`config.mk`:
```
export PLATFORM = sky130hd
export DESIGN_NAME = stopwake_ctrl
export DESIGN_NICKNAME = d
export VERILOG_FILES = /design/src/rtl/stopwake_pkg.sv /design/src/rtl/sw_wake_qual.sv /design/src/rtl/sw_stab_timer.sv /design/src/rtl/sw_fsm.sv /design/src/rtl/stopwake_ctrl.sv
export SDC_FILE = /design/constraint.sdc
export NUM_CORES = 1
export LEC_CHECK = 0
export ABC_AREA = 0
export BUFFER_PORTS_ARGS = -buffer_cell sky130_fd_sc_hd__buf_2
export CAP_MARGIN = 20
export CORE_UTILIZATION = 63
export CTS_BUF_LIST = sky130_fd_sc_hd__clkbuf_8
export DETAILED_ROUTE_END_ITERATION = 12
export GPL_TIMING_DRIVEN = 1
export PLACE_DENSITY = 0.87
export SLEW_MARGIN = 20
export SYNTH_ARGS = -nofsm -noshare
export SYNTH_HDL_FRONTEND = slang
export SYNTH_SLANG_ARGS = --single-unit
```
`constraint.sdc`:
```
create_clock -name clk -period 2.95 [get_ports clk]
set_input_delay 0.295 -clock clk [delete_from_list [all_inputs] [get_ports clk]]
set_output_delay 0.295 -clock clk [all_outputs]
set_load 0.01 [all_outputs]
```
`src/rtl/stopwake_pkg.sv`:
```
package stopwake_pkg;

    localparam int LVL_W = 3;
    localparam logic [LVL_W-1:0] LVL_MASKED = 3'b111;
    localparam int MAX_EXP = 17;

    typedef enum logic [2:0] {
        SW_RUN,
        SW_STOP,
        SW_WAIT_RST,
        SW_WAIT_INT,
        SW_RST_SEQ
    } sw_state_e;

    typedef struct packed {
        logic rst;
        logic irq;
    } wake_req_t;

    // exponent of the stabilization count for each select code
    function automatic int unsigned stab_exp(input logic [1:0] code);
        case (code)
            2'd0:    return 10;
            2'd1:    return 13;
            2'd2:    return 15;
            default: return 17;
        endcase
    endfunction

endpackage

```
`src/rtl/sw_wake_qual.sv`:
```
module sw_wake_qual
    import stopwake_pkg::*;
#(
    parameter int N_SRC = 4
) (
    input  logic                   ext_reset_req,
    input  logic [N_SRC-1:0]       irq_req,
    input  logic [N_SRC*LVL_W-1:0] irq_level,
    output wake_req_t              wake
);
    logic [N_SRC-1:0] hit;

    for (genvar i = 0; i < N_SRC; i++) begin : g_src
        assign hit[i] = irq_req[i] && (irq_level[i*LVL_W +: LVL_W] != LVL_MASKED);
    end

    always_comb begin
        wake.rst = ext_reset_req;
        wake.irq = |hit;
    end
endmodule

```
`src/rtl/sw_stab_timer.sv`:
```
module sw_stab_timer
    import stopwake_pkg::*;
#(
    parameter int WAIT_SHIFT = 0   // keep at most 9 so every wait is at least 2 cycles
) (
    input  logic       clk,
    input  logic       sys_rst,
    input  logic       load,
    input  logic [1:0] load_code,
    input  logic       run,
    output logic       tc
);
    localparam int CNT_W = MAX_EXP - WAIT_SHIFT + 1;

    logic [CNT_W-1:0] cnt_q;
    logic [CNT_W-1:0] last_q;

    always_ff @(posedge clk) begin
        if (sys_rst) begin
            cnt_q  <= '0;
            last_q <= '0;
        end else if (load) begin
            cnt_q  <= '0;
            last_q <= CNT_W'((32'd1 << (stab_exp(load_code) - WAIT_SHIFT)) - 32'd1);
        end else if (run && !tc) begin
            cnt_q <= cnt_q + 1'b1;
        end
    end

    assign tc = run && (cnt_q == last_q);

    p_cnt_bound_r7: assert property (@(posedge clk) disable iff (sys_rst)
        run |-> (cnt_q <= last_q));
    p_tc_single_r7: assert property (@(posedge clk) disable iff (sys_rst)
        tc |=> !tc);
    p_load_restart_r11: assert property (@(posedge clk) disable iff (sys_rst)
        load |=> !tc);
endmodule

```
`src/rtl/sw_fsm.sv`:
```
module sw_fsm
    import stopwake_pkg::*;
#(
    parameter logic [1:0] RST_WAIT_CODE = 2'd3
) (
    input  logic       clk,
    input  logic       sys_rst,
    input  logic       stop_req,
    input  logic       ext_reset_req,
    input  wake_req_t  wake,
    input  logic [1:0] wait_sel,
    input  logic       tc,
    output logic       load,
    output logic [1:0] load_code,
    output logic       run,
    output logic       osc_en,
    output logic       cpu_clk_en,
    output logic       cpu_rst_hold,
    output logic       rst_seq_start,
    output logic       int_resume
);
    sw_state_e state_q, state_d;

    always_comb begin
        state_d   = state_q;
        load      = 1'b0;
        load_code = wait_sel;
        unique case (state_q)
            SW_RUN: if (stop_req) state_d = SW_STOP;
            SW_STOP: begin
                if (wake.rst) begin
                    state_d   = SW_WAIT_RST;
                    load      = 1'b1;
                    load_code = RST_WAIT_CODE;
                end else if (wake.irq) begin
                    state_d = SW_WAIT_INT;
                    load    = 1'b1;
                end
            end
            SW_WAIT_INT: begin
                if (ext_reset_req) begin
                    state_d   = SW_WAIT_RST;
                    load      = 1'b1;
                    load_code = RST_WAIT_CODE;
                end else if (tc) begin
                    state_d = SW_RUN;
                end
            end
            SW_WAIT_RST: if (tc) state_d = SW_RST_SEQ;
            SW_RST_SEQ:  state_d = SW_RUN;
            default:     state_d = SW_RUN;
        endcase
    end

    always_ff @(posedge clk) begin
        if (sys_rst) state_q <= SW_RUN;
        else         state_q <= state_d;
    end

    assign run           = (state_q == SW_WAIT_RST) || (state_q == SW_WAIT_INT);
    assign osc_en        = (state_q != SW_STOP) || wake.rst || wake.irq;
    assign cpu_clk_en    = (state_q == SW_RUN) || (state_q == SW_RST_SEQ);
    assign cpu_rst_hold  = (state_q == SW_WAIT_RST);
    assign rst_seq_start = (state_q == SW_WAIT_RST) && tc;
    assign int_resume    = (state_q == SW_WAIT_INT) && tc && !ext_reset_req;

    p_stop_gates_r2: assert property (@(posedge clk) disable iff (sys_rst)
        (state_q == SW_RUN && stop_req) |=> !cpu_clk_en);
    p_stay_stopped_r3: assert property (@(posedge clk) disable iff (sys_rst)
        (state_q == SW_STOP && !wake.rst && !wake.irq) |=> (state_q == SW_STOP));
    p_rst_priority_r6: assert property (@(posedge clk) disable iff (sys_rst)
        (state_q == SW_STOP && wake.rst) |=> (state_q == SW_WAIT_RST));
    p_resume_runs_r7: assert property (@(posedge clk) disable iff (sys_rst)
        int_resume |=> (state_q == SW_RUN));
    p_rstseq_after_r8: assert property (@(posedge clk) disable iff (sys_rst)
        rst_seq_start |=> (cpu_clk_en && !cpu_rst_hold));
    p_clk_needs_osc_r9: assert property (@(posedge clk) disable iff (sys_rst)
        !osc_en |-> !cpu_clk_en);
    p_pulse_excl_r10: assert property (@(posedge clk) disable iff (sys_rst)
        !(int_resume && rst_seq_start));
endmodule

```
`src/rtl/stopwake_ctrl.sv`:
```
module stopwake_ctrl
    import stopwake_pkg::*;
#(
    parameter int         N_SRC         = 4,
    parameter int         WAIT_SHIFT    = 0,
    parameter logic [1:0] RST_WAIT_CODE = 2'd3
) (
    input  logic                   clk,
    input  logic                   sys_rst,
    input  logic                   stop_req,
    input  logic                   ext_reset_req,
    input  logic [N_SRC-1:0]       irq_req,
    input  logic [N_SRC*LVL_W-1:0] irq_level,
    input  logic [1:0]             wait_sel,
    output logic                   osc_en,
    output logic                   cpu_clk_en,
    output logic                   cpu_rst_hold,
    output logic                   rst_seq_start,
    output logic                   int_resume
);
    wake_req_t  wake;
    logic       load;
    logic [1:0] load_code;
    logic       run;
    logic       tc;

    sw_wake_qual #(.N_SRC(N_SRC)) u_qual (
        .ext_reset_req (ext_reset_req),
        .irq_req       (irq_req),
        .irq_level     (irq_level),
        .wake          (wake)
    );

    sw_stab_timer #(.WAIT_SHIFT(WAIT_SHIFT)) u_timer (
        .clk       (clk),
        .sys_rst   (sys_rst),
        .load      (load),
        .load_code (load_code),
        .run       (run),
        .tc        (tc)
    );

    sw_fsm #(.RST_WAIT_CODE(RST_WAIT_CODE)) u_fsm (
        .clk           (clk),
        .sys_rst       (sys_rst),
        .stop_req      (stop_req),
        .ext_reset_req (ext_reset_req),
        .wake          (wake),
        .wait_sel      (wait_sel),
        .tc            (tc),
        .load          (load),
        .load_code     (load_code),
        .run           (run),
        .osc_en        (osc_en),
        .cpu_clk_en    (cpu_clk_en),
        .cpu_rst_hold  (cpu_rst_hold),
        .rst_seq_start (rst_seq_start),
        .int_resume    (int_resume)
    );
endmodule

```
==> insert_results.sql <==
INSERT INTO impl_metrics (metric_group, metric, value, unit) VALUES
('job', 'cap_viol_max_count', '0', ''),
('synth', 'synth_sequential_area_ratio', '36.3', '%'),
('power', 'total_leakage_power', '0.000856', 'µW'),
('finish', 'finish.net_count', '283', ''),
('clock_network', 'cts.path.max_buffers', '2', ''),
('clock_network', 'numClockSinks', '34', ''),
('setup_path', 'crit_fanout', '6', ''),
('sta', 'achievable_freq', '0.441', 'GHz'),
('synth', 'synthesis.nets', '259', ''),
('setup_path', 'crit_path_end_kind', 'primary output', ''),
('synth', 'synth_mux_area_share', '2.74', '%'),
('synth', 'synth-async-reset-ratio', '0', '%'),
('synth', 'yosys_register_bits', '34', ''),
('sta', 'setup_viol', '0', ''),
('floorplanning', 'chipHeight', '56.5', 'µm'),
('clock_network', 'h-tree-depth', '2', ''),
('synth', 'synth_simple_gate_area_share', '28.8', '%'),
('detailed_routing', 'avgRoutedWirePerCell', '13.6', 'µm'),
('sta', 'finClkSkew', '0.00865', 'ns'),
('min_path', 'timing.hold.worst.class', 'input port to register', ''),
('placed_design', 'replace_congestion', '0.920', ''),
('sta', 'finalWorstSetupSlack', '0.681', 'ns'),
('placed_design', 'post_dp_cell_area', '0.00199', 'mm²'),
('detailed_routing', 'postRouteAntennaNets', '0', ''),
('placed_design', 'hpwl', '2940', 'µm'),
('grt', 'initial_antenna_violation_count', '0', ''),
('sta', 'slew_hr', '37.7', '%'),
('clock_network', 'clock_insertion_delay_worst_skew', '0.29', 'ns'),
('setup_path', 'worstPathRequired', '2.65', 'ns'),
('clock_network', 'post_cts_setup_buffer_count', '0', ''),
('clock_network', 'cts-buffers-inserted', '5', ''),
('finish', 'layout-area-overhead-vs-synth', '10.2', '%'),
('detailed_routing', 'drc_errors', '0', ''),
('floorplanning', 'core_area', '0.00278', 'mm²'),
('setup_path', 'worst_path_class_setup', 'register to primary output', ''),
('clock_network', 'tritoncts_clock_tree', 'built', ''),
('synth', 'largest_family_of_logic_cells_by_synthesized_area', 'simple AND/OR/NAND/NOR gates', ''),
('synth', 'count_of_flip_flops_with_a_built_in_enable_after_synthesis', '0', ''),
('finish', 'layout.cell_area.non_filler', '0.00207', 'mm²'),
('clock_network', 'cts-root-buf', 'sky130_fd_sc_hd__clkbuf_8', ''),
('power', 'power.density_cell_area', '478', 'mW/mm²'),
('synth', 'flip_flop_cell_with_the_highest_count_after_synthesis', 'sky130_fd_sc_hd__dfxtp_1', ''),
('finish', 'proportion_of_layout_cells_with_a_drive_suffix_above_1', '15.2', '%'),
('sta', 'timing.setup.tns', '0', 'ns'),
('detailed_routing', 'vias_per_cell', '5.93', ''),
('grt', 'grt_first_pass_wirelength', '6590', 'µm'),
('grt', 'vias_in_the_first_global_route', '1485', ''),
('detailed_routing', 'first_pass_iters', '4', ''),
('floorplanning', 'chipWidth', '56.5', 'µm'),
('sta', 'report.final.slew_viol_count', '0', ''),
('floorplanning', 'row_count', '19', ''),
('synth', 'yosysWarningCount', '0', ''),
('floorplanning', 'initial_cell_density_of_the_core', '67.4', '%'),
('detailed_routing', 'dr.first_iter.drc_count', '91', ''),
('grt', 'grt_remaining_overflow', '0', ''),
('placed_design', 'portBuffers', '26', ''),
('sta', 'max_slew.worst_pin.slew', '0.934', 'ns'),
('sta', 'final.period_utilization', '76.9', '%'),
('sta', 'setup_repair_after_global_routing_missed_its_margin', 'false', ''),
('grt', 'largest_net_degree_at_the_start_of_global_routing', '19', ''),
('synth', 'synthCells', '232', ''),
('floorplanning', 'fp.dieArea', '0.00320', 'mm²'),
('sta', 'min_period', '2.27', 'ns'),
('clock_network', 'cts.hold.buffers_added', '0', ''),
('synth', 'yosysUniqueCellTypes', '43', ''),
('sta', 'timing.final.hold_violations', '0', ''),
('synth', 'syn-mean-instance-area', '8.08', 'µm²'),
('clock_network', 'clk_pin_slew', '0.06', 'ns'),
('status', 'outcome', 'finished, final reports clean', ''),
('synth', 'synthAdderAreaFrac', '3.34', '%'),
('synth', 'synth_compound_gate_area_share', '15.2', '%'),
('floorplanning', 'design.portCount', '27', ''),
('synth', 'post_synth_xor_area_fraction', '8.41', '%'),
('setup_path', 'cp_data_arrival_time', '1.97', 'ns'),
('setup_path', 'timing.critical_path.from_type', 'register', ''),
('finish', 'antenna-diode-count', '0', ''),
('power', 'worst_ir_drop_vdd', '0.385', 'mV'),
('synth', 'syn_area', '0.00187', 'mm²'),
('grt', 'groute.usage.overall', '27.0', '%'),
('placed_design', 'dp_worst_setup_slack', '0.909', 'ns'),
('detailed_routing', 'via_count', '1701', ''),
('clock_network', 'cts_resized', '0', ''),
('detailed_routing', 'detail_route.wirelength', '3910', 'µm');
## path summary, 6_finish.rpt
kind                                     endpoint  cells after the start  slack, ns               from
worst max-delay path                   int_resume                      6       0.68   u_timer.cnt_q[0]
worst min register to register  u_timer.last_q[7]                      2       0.49  u_timer.last_q[7]
worst max register to register   u_timer.cnt_q[2]                      6       0.96   u_timer.cnt_q[8]
worst min-delay path             u_fsm.state_q[0]                      3       0.29           stop_req
## flip-flops by register name, indices dropped and copies added, names as in the netlist
| register | count |
|---|---|
| u_timer.cnt_q | 18 |
| u_timer.last_q | 13 |
| u_fsm.state_q | 3 |
## cells by family (layout without fill, tap and decap cells)
family / count (synthesis) / in the layout
AND/OR/NAND/NOR: 107 / 107
AO/OA/AOI/OAI: 44 / 44
flip-flops: 34 / 34
buffers and inverters: 19 / 43
XOR/XNOR: 18 / 18
adder cells (fa/ha/maj): 5 / 5
multiplexers: 5 / 5
## power breakdown
part | leakage (µW) | internal [µW] | switching (µW) | total, µW
logic | 0.000536 | 68.7 | 97.3 | 166
clock network | 0.0000438 | 158 | 166 | 324
registers | 0.000276 | 478 | 18.6 | 497
total | 0.000856 | 705 | 282 | 987
## synth_stat cells (all sizes together) (2+ instances only)
library cell  instances  area share, %
a211o                 3            1.4
a211oi                4            1.6
a21oi                14            3.7
a221oi                2           0.93
a22oi                 2           0.80
and3                  4            1.7
buf                   3            1.1
clkbuf                6            1.7
dfxtp                34             36
ha                    5            3.3
inv                   9            1.8
mux2i                 4            2.1
nand2                15            3.0
nand2b                5            1.7
nand3                10            2.7
nand3b                2           0.80
nand4                 7            2.3
nor2                 36            7.2
nor3                  7            1.9
nor4                  6            2.0
o211ai                4            1.6
o21ai                 8            2.1
or3                   8            2.7
or4                   3            1.2
xnor2                 4            1.9
xor2                 14            6.5
## final cells by class
type | instances | area, µm²
repair buffers | 27 | 138
clock inverters | 2 | 10.0
well taps | 31 | 38.8
inverters | 9 | 33.8
clock buffers | 5 | 68.8
multi-input cells | 179 | 1100
fillers | 220 | 716
flip-flops and latches | 34 | 681
## routing by layer
layer  share of wire [%]  up-vias  GRT usage [%]
met5                   0        -              0
met4                 2.1        0           13.2
met3                 5.3       10           6.45
met2                  45       45           42.4
met1                  48      774           34.7
li1                    -      872              -
## stage by stage
step | util, % | hold slack (ns) | cells | power (µW)
3_3_place_gp | 71.4 | 0.470 | 280 | 668
2_1_floorplan | - | 0.452 | 232 | 636
3_5_place_dp | 71.4 | 0.483 | 280 | 672
6_report | 74.3 | 0.288 | 287 | 987
5_1_grt | 74.3 | 0.318 | 287 | 1030
4_1_cts | 74.3 | 0.282 | 287 | 992
## cells in the final DEF, fill, tap and decap left out, types with 2 or more instances in the layout
cell type                  Yosys  routed
sky130_fd_sc_hd__and3_1        2       2
sky130_fd_sc_hd__nand3_1      10      10
sky130_fd_sc_hd__dfxtp_1      34      34
sky130_fd_sc_hd__buf_2         2      26
sky130_fd_sc_hd__clkbuf_8      1       5
sky130_fd_sc_hd__ha_1          5       5
sky130_fd_sc_hd__or3_1         8       8
sky130_fd_sc_hd__nor2_1       36      36
sky130_fd_sc_hd__xnor2_1       4       4
sky130_fd_sc_hd__xor2_1       14      14
sky130_fd_sc_hd__nand4_1       7       7
sky130_fd_sc_hd__mux2i_1       4       4
sky130_fd_sc_hd__o211ai_1      4       4
sky130_fd_sc_hd__nor3_1        7       7
sky130_fd_sc_hd__nand2_1      15      15
sky130_fd_sc_hd__a21oi_1      14      14
sky130_fd_sc_hd__o21ai_0       8       8
sky130_fd_sc_hd__a211oi_1      4       4
sky130_fd_sc_hd__nand3b_1      2       2
sky130_fd_sc_hd__clkinv_2      0       2
sky130_fd_sc_hd__or4_1         3       3
sky130_fd_sc_hd__nor4_1        6       6
sky130_fd_sc_hd__nand2b_1      5       5
sky130_fd_sc_hd__inv_1         9       9
sky130_fd_sc_hd__a22oi_1       2       2
sky130_fd_sc_hd__a211o_1       3       3
sky130_fd_sc_hd__a221oi_1      2       2
## worst max-delay path, stage by stage (launching register included)
cell and delay [ns]:
sky130_fd_sc_hd__dfxtp_1 0.37, sky130_fd_sc_hd__xor2_1 0.18, sky130_fd_sc_hd__nor4_1 0.37, sky130_fd_sc_hd__and3_4 0.29, sky130_fd_sc_hd__nand2_1 0.12, sky130_fd_sc_hd__nor4_1 0.19
sky130_fd_sc_hd__buf_2 0.18
No activity file was read; power rests on OpenSTA's default activity.
